<file path="config.mk">
export PLATFORM = sky130hd
export DESIGN_NAME = way_victim_sel
export DESIGN_NICKNAME = d
export VERILOG_FILES = /design/src/rtl/way_victim_pkg.sv /design/src/rtl/way_victim_ctrl.sv /design/src/rtl/way_victim_dp.sv /design/src/rtl/way_victim_sel.sv
export SDC_FILE = /design/constraint.sdc
export NUM_CORES = 1
export LEC_CHECK = 0
export CAP_MARGIN = 40
export CORE_MARGIN = 5
export CORE_UTILIZATION = 60
export CTS_CLUSTER_DIAMETER = 30
export CTS_CLUSTER_SIZE = 20
export DETAILED_ROUTE_END_ITERATION = 6
export PLACE_DENSITY = 0.83
export SYNTH_ARGS = -nofsm -noshare
export SYNTH_HDL_FRONTEND = slang
export SYNTH_SLANG_ARGS = --single-unit
</file>
<file path="constraint.sdc">
create_clock -name clk -period 9.9 [get_ports clk]
set_input_delay 0.99 -clock clk [delete_from_list [all_inputs] [get_ports clk]]
set_output_delay 0.99 -clock clk [all_outputs]
set_load 0.01 [all_outputs]
</file>
<file path="src/rtl/way_victim_pkg.sv">
package way_victim_pkg;
  // Strobes from control to datapath, all for the current cycle.
  typedef struct packed {
    logic captureMiss; // latch set, mask and valid bits of a new miss
    logic fillNow;     // fill returned for the pending miss
    logic flagError;   // miss arrived with an empty mask
  } ctrlStrobes_t;
endpackage

</file>
<file path="src/rtl/way_victim_ctrl.sv">
module way_victim_ctrl
  import way_victim_pkg::*;
(
  input  logic         clk,
  input  logic         rstN,
  input  logic         missValid,
  input  logic         missMaskAny,
  input  logic         fillStrobe,
  output ctrlStrobes_t strb,
  output logic         missBusy,
  output logic         victimValid,
  output logic         maskError
);
  logic pending;

  always_comb begin
    strb.captureMiss = missValid && !pending && missMaskAny;
    strb.flagError   = missValid && !pending && !missMaskAny;
    strb.fillNow     = fillStrobe && pending;
  end

  always_ff @(posedge clk) begin
    if (!rstN) begin
      pending     <= 1'b0;
      victimValid <= 1'b0;
      maskError   <= 1'b0;
    end else begin
      if (strb.captureMiss)  pending <= 1'b1;
      else if (strb.fillNow) pending <= 1'b0;
      victimValid <= strb.fillNow;
      maskError   <= strb.flagError;
    end
  end

  assign missBusy = pending;
endmodule

</file>
<file path="src/rtl/way_victim_dp.sv">
module way_victim_dp
  import way_victim_pkg::*;
#(
  parameter int NUM_WAYS = 4,
  parameter int NUM_SETS = 16,
  localparam int WAYW = $clog2(NUM_WAYS),
  localparam int SETW = $clog2(NUM_SETS)
) (
  input  logic                clk,
  input  logic                rstN,
  input  ctrlStrobes_t        strb,
  input  logic [SETW-1:0]     missSet,
  input  logic [NUM_WAYS-1:0] missMask,
  input  logic [NUM_WAYS-1:0] missValidBits,
  input  logic                hitValid,
  input  logic [SETW-1:0]     hitSet,
  input  logic [WAYW-1:0]     hitWay,
  output logic [WAYW-1:0]     victimWay
);
  logic [SETW-1:0]     curSet;
  logic [NUM_WAYS-1:0] curMask;
  logic [NUM_WAYS-1:0] curValid;
  logic [WAYW-1:0]     rrPtr [NUM_SETS];
  logic [WAYW-1:0]     pick;

  function automatic logic [WAYW-1:0] stepWay(input logic [WAYW-1:0] w);
    return (int'(w) == NUM_WAYS - 1) ? '0 : w + 1'b1;
  endfunction

  // Invalid allowed way first (lowest index), else rotate from pointer.
  function automatic logic [WAYW-1:0] chooseWay(
    input logic [NUM_WAYS-1:0] allow,
    input logic [NUM_WAYS-1:0] vld,
    input logic [WAYW-1:0]     start
  );
    logic [WAYW-1:0] res;
    logic hit;
    int pos;
    res = '0;
    hit = 1'b0;
    for (int k = 0; k < NUM_WAYS; k++) begin
      if (!hit && allow[k] && !vld[k]) begin
        res = WAYW'(k);
        hit = 1'b1;
      end
    end
    for (int k = 0; k < NUM_WAYS; k++) begin
      pos = int'(start) + k;
      if (pos >= NUM_WAYS) pos = pos - NUM_WAYS;
      if (!hit && allow[pos]) begin
        res = WAYW'(pos);
        hit = 1'b1;
      end
    end
    return res;
  endfunction

  always_comb pick = chooseWay(curMask, curValid, rrPtr[curSet]);

  always_ff @(posedge clk) begin
    if (!rstN) begin
      curSet    <= '0;
      curMask   <= '0;
      curValid  <= '0;
      victimWay <= '0;
    end else begin
      if (strb.captureMiss) begin
        curSet   <= missSet;
        curMask  <= missMask;
        curValid <= missValidBits;
      end
      if (strb.fillNow) victimWay <= pick;
    end
  end

  for (genvar s = 0; s < NUM_SETS; s++) begin : g_ptr
    always_ff @(posedge clk) begin
      if (!rstN)
        rrPtr[s] <= '0;
      else if (strb.fillNow && curSet == SETW'(s))
        rrPtr[s] <= stepWay(pick);
      else if (hitValid && hitSet == SETW'(s))
        rrPtr[s] <= stepWay(hitWay);
    end
  end
endmodule

</file>
<file path="src/rtl/way_victim_sel.sv">
module way_victim_sel
  import way_victim_pkg::*;
#(
  parameter int NUM_WAYS = 4,
  parameter int NUM_SETS = 16,
  localparam int WAYW = $clog2(NUM_WAYS),
  localparam int SETW = $clog2(NUM_SETS)
) (
  input  logic                clk,
  input  logic                rstN,
  input  logic                missValid,
  input  logic [SETW-1:0]     missSet,
  input  logic [NUM_WAYS-1:0] missMask,
  input  logic [NUM_WAYS-1:0] missValidBits,
  output logic                missBusy,
  input  logic                fillStrobe,
  input  logic                hitValid,
  input  logic [SETW-1:0]     hitSet,
  input  logic [WAYW-1:0]     hitWay,
  output logic                victimValid,
  output logic [WAYW-1:0]     victimWay,
  output logic                maskError
);
  ctrlStrobes_t strb;

  way_victim_ctrl u_ctrl (
    .clk(clk), .rstN(rstN), .missValid(missValid),
    .missMaskAny(|missMask), .fillStrobe(fillStrobe), .strb(strb),
    .missBusy(missBusy), .victimValid(victimValid), .maskError(maskError)
  );

  way_victim_dp #(.NUM_WAYS(NUM_WAYS), .NUM_SETS(NUM_SETS)) u_dp (
    .clk(clk), .rstN(rstN), .strb(strb), .missSet(missSet),
    .missMask(missMask), .missValidBits(missValidBits),
    .hitValid(hitValid), .hitSet(hitSet), .hitWay(hitWay),
    .victimWay(victimWay)
  );
endmodule

</file>
==> results by group, run 1 <==
Setup path
  – Nature of the critical path endpoint: register
  – CP Launch Type: register
  – CP delay by family, top: multiplexers
  – Buf/Inv on CP: 0
  – CP Class: reg2reg
  – Worst path slowest cell: xnor2_2
  – Critical path cell sequence: mux4_1, mux2_2, mux2i_1, mux2_2, a31oi_1, nor3_1, a211o_1, xnor2_2, o32ai_1
  – CP Max Fanout: 16
  – Critical Path Max Stage Delay: 810 ps
  – Crit path top cell by count: mux2_2
  – Crit path DAT: approximately 4000 ps
  – CP required: between 9000 and 10000 ps

Power
  – Design Power: 0.000488 W
  – Internal power: 0.000337 W
  – Clock Power Share: 0.274
  – Seq pwr share: 0.524
  – PD cells: 140 nW/um^2
  – Switching Share: 0.309
  – Lkg Pwr: roughly 1.1 nW
  – Sw power: 0.000151 W
  – Max VDD drop: between 0.00009 and 0.0001 V
  – Combinational power share: 0.202

Clock network
  – TritonCTS buffer count: 5
  – Clk_lat worst skew: 320 ps
  – H-Tree Depth: 2
  – Reg clk slew, reported paths: 110 ps
  – Clock Sinks: 53
  – Post-CTS Setup Inserts: 0
  – CTS tree: yes
  – Post-CTS Resized: 0
  – Max clock buf depth: 2
  – CTS root buf: clkbuf_8
  – Hold_buf cts: 0

Logic synthesis
  – Post-synth top area cell: edfxtp_1
  – Post-synth top area share: 0.308
  – YS warnings: 0
  – Distinct cells, synth: between 40 and 50
  – FF+latch count, synth: 53
  – Cells after Synth: 327
  – Synthesized cell area: 3120 um^2
  – Syn nets: approximately 350
  – Largest cells by area after synthesis: edfxtp_1 (31%), dfxtp_1 (13%), mux4_1 (6.7%)
  – Mean Syn Cell Area: approximately 9.6 um^2
  – Register area share after synthesis: 0.442

Drt
  – Pre-antenna DRT Iters: 6
  – Drt wl/cell: 19.9 um
  – Routed WL: 8180 um
  – Post-route DRC: 0
  – Routed vias/inst: around 6.8
  – Antenna-violating nets left: 0
  – Initial drt markers: 344
  – Vias: 2777

Finish
  – Antenna diode count: 0
  – Area of the multi-input gates: about 1600 um^2
  – Synthesis-to-finish area growth: 11.6%
  – # nets final: 363
  – Fraction of layout cells with a size suffix above 1: 0.0559
  – Non-filler cells, final: 410
  – Reg area: 1380 um^2
  – Fill cell count: 420

Timing
  – Clk_skew: 11.5 ps
  – Count of final setup violators: 0
  – Worst-margin pin slew: 921 ps
  – Fmax: 244 MHz
  – Tmin final: ~4000 ps
  – Final worst slack: just under 6000 ps
  – Slew Limit Fails: 0
  – Slew HR: 0.383
  – Hold Violations, Final: 0
  – Tcrit/Tclk final: 0.414
  – RSZ-0062 raised after global routing: no
  – TNS Setup: 0 ps
  – Min Hold Slack: 464 ps

Placement
  – Pre-CTS setup slack: 5960 ps
  – Placer Congestion: 0.932
  – Port Buf Inserts: 27
  – Dpl cells: roughly 400
  – Detailed placement HPWL: roughly 6000 um

Worst hold path
  – Worst Hold Class: reg2reg
  – HP Start: u_dp.curValid[1]

Job
  – Max cap viols: 0

GRT
  – Grt total ovfl: 0
  – Initial antenna violation count: 0
  – First-pass GRT wire length: between 10000 and 15000 um
  – Gr usage total: 0.260
  – Vias in the first global route: 2520
  – Largest net degree at the start of global routing: 32

Floorplanning
  – Core ar.: approximately 5000 um^2
  – Die Area: 6750 um^2
  – Die Ht: 82.2 um
  – Io pins: 28
  – Std cell rows: 26
  – Starting Density: 0.616
  – Die X-Extent: between 80 and 90 um

Run status
  – Status: finished clean
flip-flops by register name (all words and copies together), names as in the netlist, named ones only:
signal              flops
u_dp.victimWay          2
u_dp.curMask            4
u_ctrl.maskError        1
u_dp.curSet             4
u_dp.rrPtr             32
u_ctrl.missBusy         1
u_dp.curValid           4
u_ctrl.victimValid      1
layout by cell type, fill, tap and decap left out, types with 2 or more instances in the layout:
cell and n:
or3_1 10, or2_2 2, a21oi_1 17, edfxtp_1 32
o32ai_1 20, nor2_1 25, o2111ai_1 2, dfxtp_1 21
o21ai_0 10, nand2_1 53, o31ai_1 4, mux2_2 3
clkdlybuf4s50_1 27, clkbuf_8 5, nor2b_1 5, mux4_1 8
nand3_1 9, a211o_1 2, o221ai_1 4, nand2b_1 10
a22oi_1 4, mux2i_1 6, nand3b_1 5, and2_1 4
inv_1 6, o211ai_1 8, nand4_1 2, nor4_1 2
and3_1 4, nor3_1 13
final cells by class:
| cell class | instances | share of cell area |
|---|---|---|
| Clock buffer | 5 | 0.0197 |
| Clock inverter | 3 | 0.00826 |
| Inverter | 6 | 0.00646 |
| Multi-Input combinational cell | 245 | 0.464 |
| Sequential cell | 53 | 0.396 |
| Tap cell | 70 | 0.0251 |
| Timing Repair Buffer | 28 | 0.0797 |
synthesized netlist by cell type:
| library cell | number |
|---|---|
| a2111o_1 | 1 |
| a2111oi_2 | 1 |
| a211o_1 | 2 |
| a21oi_1 | 17 |
| a21oi_2 | 1 |
| a22oi_1 | 4 |
| a31oi_1 | 1 |
| a41oi_1 | 1 |
| and2_1 | 4 |
| and3_1 | 4 |
| buf_6 | 2 |
| clkbuf_1 | 21 |
| dfxtp_1 | 21 |
| edfxtp_1 | 32 |
| ha_1 | 1 |
| inv_1 | 6 |
| mux2_2 | 3 |
| mux2_4 | 1 |
| mux2i_1 | 6 |
| mux4_1 | 8 |
| nand2_1 | 53 |
| nand2b_1 | 10 |
| nand3_1 | 9 |
| nand3b_1 | 5 |
| nand4_1 | 2 |
| nor2_1 | 25 |
| nor2b_1 | 5 |
| nor3_1 | 13 |
| nor3b_1 | 1 |
| nor4_1 | 2 |
| o2111ai_1 | 2 |
| o211ai_1 | 8 |
| o21ai_0 | 10 |
| o21bai_1 | 1 |
| o221ai_1 | 4 |
| o22ai_1 | 1 |
| o31ai_1 | 4 |
| o32ai_1 | 20 |
| or2_0 | 1 |
| or2_2 | 2 |
| or3_1 | 10 |
| or3b_2 | 1 |
| xnor2_2 | 1 |
logic make-up after synthesis:
family | share of synthesized area
buffers and inverters | 0.0396
flip-flops | 0.442
XOR/XNOR | 0.00521
multiplexers | 0.102
adder cells (fa/ha/maj) | 0.00400
AO/OA/AOI/OAI | 0.181
AND/OR/NAND/NOR | 0.226
stage by stage:
| stage | utilization | cell area (um^2) |
|---|---|---|
| global route | 0.687 | 3490 |
| detailed placement | 0.668 | 3390 |
| floorplan | - | 3120 |
| finish | 0.687 | 3490 |
| global placement | 0.668 | 3390 |
| CTS | 0.687 | 3490 |
worst reg2reg max path, stage by stage, from the launching register on:
cell,delay (ps)
dfxtp_1,570
mux4_1,610
mux2_2,320
mux2i_1,130
mux2_2,280
a31oi_1,290
nor3_1,100
a211o_1,430
xnor2_2,810
o32ai_1,240
final timing paths:
kind / end / slack, ps / depth (start not counted)
max: u_dp.rrPtr[0][1] / 5800 / 9
max reg2reg: u_dp.rrPtr[0][1] / 5800 / 9
min: u_dp.curValid[1] / 460 / 2
min reg2reg: u_dp.curValid[1] / 460 / 2
power groups by stage:
stage	sequential [W]	clock (W)	combinational, W
after global routing	0.000257	0.000144	0.000105
after detailed placement	0.000260	0	0.0000953
after CTS	0.000255	0.000134	0.0000956
after floorplan	0.000253	0	0.0000756
after global placement	0.000260	0	0.0000930
final	0.000255	0.000134	0.0000986
routing by layer:
layer / global-route usage / vias up / share of wire
met3: 0.0477 / 17 / 0.11
met2: 0.412 / 186 / 0.47
li1: - / 1272 / -
met5: 0 / - / 0
met1: 0.375 / 1302 / 0.41
met4: 0.0532 / 0 / 0.016
Note: power is estimated with default switching activity, not from simulation.
==> inputs of run 2 (changes only) <==
Settings changed: CORE_UTILIZATION 60 to 52, PLACE_DENSITY 0.83 to 0.76.
Clock period 9.9 ns to 3.41 ns, I/O delays scaled along.
==> run 2 against run 1 <==
First-iteration DRC count is 39% lower. Fmax increased by 24%. Clock-buffer cell count grew 1. Worst hold slack got worse by 2.7 ps. Via count down 1.3%. Cell count is 4.6% higher. Global-route usage is 3.5 points lower.
==> results by group, run 2 (synthesis results as in run 1) <==
Finish
  – Most common cell after layout, fill and taps aside: nand2_1
  – # nets final: 377 (+3.9%)
  – Top reg by flops: u_dp.rrPtr
  – Antenna diode count: 0 (unchanged)
  – Most frequent cells in the layout: nand2_1 (53), edfxtp_1 (32), clkdlybuf4s50_1 (27)
  – Synthesis-to-finish area growth: 15.4%
  – Fraction of layout cells with a size suffix above 1: 0.0989 (+0.0430)
  – Max FFs per register: 32 (unchanged)
  – Final instance area: 3600 um^2 (+3.4%)
  – Non-filler cells, final: 429 (+4.6%)

Power
  – Combinational power share: 0.246 (+0.044)
  – Lkg Pwr: 1.21 nW (+5.7%)
  – Seq pwr share: 0.512 (-0.012)
  – Sw power: 0.000428 W (+180%)
  – Switching Share: 0.295 (-0.0131)
  – PD cells: 401 nW/um^2 (+190%)
  – Clock Power Share: 0.242 (-0.032)
  – Max VDD drop: 0.000245 V (+150%)
  – Internal power: 0.00102 W (+200%)

Floorplanning
  – Core ar.: 5890 um^2 (+16%)
  – Starting Density: 0.531 (-0.0848)
  – Die Area: 7660 um^2 (+13%)
  – Std cell rows: 28 (+7.7%)
  – Io pins: 28 (unchanged)
  – Die X-Extent: 87.5 um (+6.5%)
  – Die Ht: 87.5 um (+6.5%)

Timing
  – Fmax: 303 MHz (+24%)
  – Tcrit/Tclk final: 0.969 (+0.556)
  – Min Hold Slack: 462 ps (-2.68 ps)
  – RSZ-0062 raised after global routing: yes
  – Count of final setup violators: 0 (unchanged)
  – Hold Violations, Final: 0 (unchanged)
  – Worst-margin pin slew: 574 ps (-346 ps)
  – Final worst slack: 105 ps (-5700 ps)
  – Clk_skew: 14.2 ps (+2.77 ps)
  – Tmin final: 3310 ps (-790 ps)
  – Slew Limit Fails: 0 (unchanged)
  – Slew HR: 0.614 (+0.231)

Clock network
  – TritonCTS buffer count: 5 (unchanged)
  – CTS tree: yes
  – Reg clk slew, reported paths: 100 ps (about the same)
  – Clock Sinks: 53 (unchanged)
  – Hold_buf cts: 0 (unchanged)
  – H-Tree Depth: 2 (unchanged)
  – Clk_lat worst skew: 310 ps (about the same)
  – CTS root buf: clkbuf_8
  – Max clock buf depth: 2 (unchanged)

Placement
  – Pre-CTS setup slack: -53.1 ps (-6010 ps)
  – Port Buf Inserts: 27 (unchanged)
  – Dpl cells: 421 (+4.7%)
  – Cell Area, Placed: 3510 um^2 (+3.7%)
  – Detailed placement HPWL: 6310 um (+4.9%)
  – Placer Congestion: 0.893 (-4.2%)

GRT
  – Initial antenna violation count: 0 (unchanged)
  – Vias in the first global route: 2605 (+3.4%)
  – Gr usage total: 0.225 (-0.0349)
  – Largest net degree at the start of global routing: 32 (unchanged)
  – First-pass GRT wire length: 13300 um (+0.94%)
  – Grt total ovfl: 0 (unchanged)

Setup path
  – CP Launch Type: register
  – CP Max Fanout: 16 (unchanged)
  – CP Class: reg2reg
  – Crit path DAT: 3330 ps (-780 ps)
  – Nature of the critical path endpoint: register
  – CP required: 3440 ps (-6480 ps)

Drt
  – Antenna-violating nets left: 0 (unchanged)
  – Routed WL: 8320 um (+1.7%)
  – Initial drt markers: 209 (-39%)
  – Routed vias/inst: 6.39 (-5.7%)
  – Post-route DRC: 0 (unchanged)
  – Pre-antenna DRT Iters: 5 (-1)
  – Vias: 2741 (-1.3%)
  – Drt wl/cell: 19.4 um (-2.8%)

Job
  – Max cap viols: 0 (unchanged)

Run status
  – Status: finished clean

Worst hold path
  – Worst Hold Class: reg2reg
## run 2: critical path, stage by stage (launching register included)
cell and delay (ps):
edfxtp_1 460, mux4_2 520, mux2_2 310, mux2_4 290, a2111oi_2 350, a31oi_1 100
buf_4 160, nor3_1 170, a211o_1 200, xnor2_2 150, buf_12 180, o32ai_1 110
## run 2: metal layers
layer  vias to the layer above  global-route usage  wire length (um)
met5                         -                   0                 0
met1                      1298               0.291              3520
met4                         0              0.0711               164
li1                       1305                   -                 -
met2                       124               0.394              4150
met3                        14              0.0255               489
## run 2: power by group through the flow
| stage | logic [W] | registers (W) | clock network [W] |
|---|---|---|---|
| after floorplan | 0.000220 | 0.000733 | 0 |
| after global placement | 0.000336 | 0.000753 | 0 |
| after detailed placement | 0.000344 | 0.000755 | 0 |
| after CTS | 0.000346 | 0.000740 | 0.000351 |
| after global routing | 0.000378 | 0.000745 | 0.000374 |
| final | 0.000355 | 0.000741 | 0.000350 |
## run 2: through the flow
stage               utilization  total power [W]  TNS [ps]
floorplan                     -         0.000953         0
finish                    0.612          0.00145         0
detailed placement        0.597          0.00110      -263
CTS                       0.611          0.00144         0
global route              0.612          0.00150     -17.4
global placement          0.597          0.00109         0
## run 2: final timing paths
check / end / cells after the start / start / slack (ps)
worst min register to register: u_dp.curValid[0] / 2 / u_dp.curValid[0] / 460
worst max register to register: u_dp.rrPtr[0][1] / 11 / u_dp.rrPtr[15][0] / 100
worst min-delay path: u_dp.curValid[0] / 2 / u_dp.curValid[0] / 460
worst max-delay path: u_dp.rrPtr[0][1] / 11 / u_dp.rrPtr[15][0] / 100
## run 2: layout make-up
type                       count  area, um^2
fill                         527        2280
multi-input combinational    245        1620
sequential                    53        1390
timing repair buffer          42         395
tap                           75        93.8
clock buffer                   6        72.6
inverter                       6        22.5
clock inverter                 2        12.5
## run 2: repair_timing
action	4_1_cts	5_1_grt
setup endpoints to repair	16	19
setup buffers	0	0
gates resized for setup	1	6
pin swaps	0	2
endpoints found under the hold margin	0	0
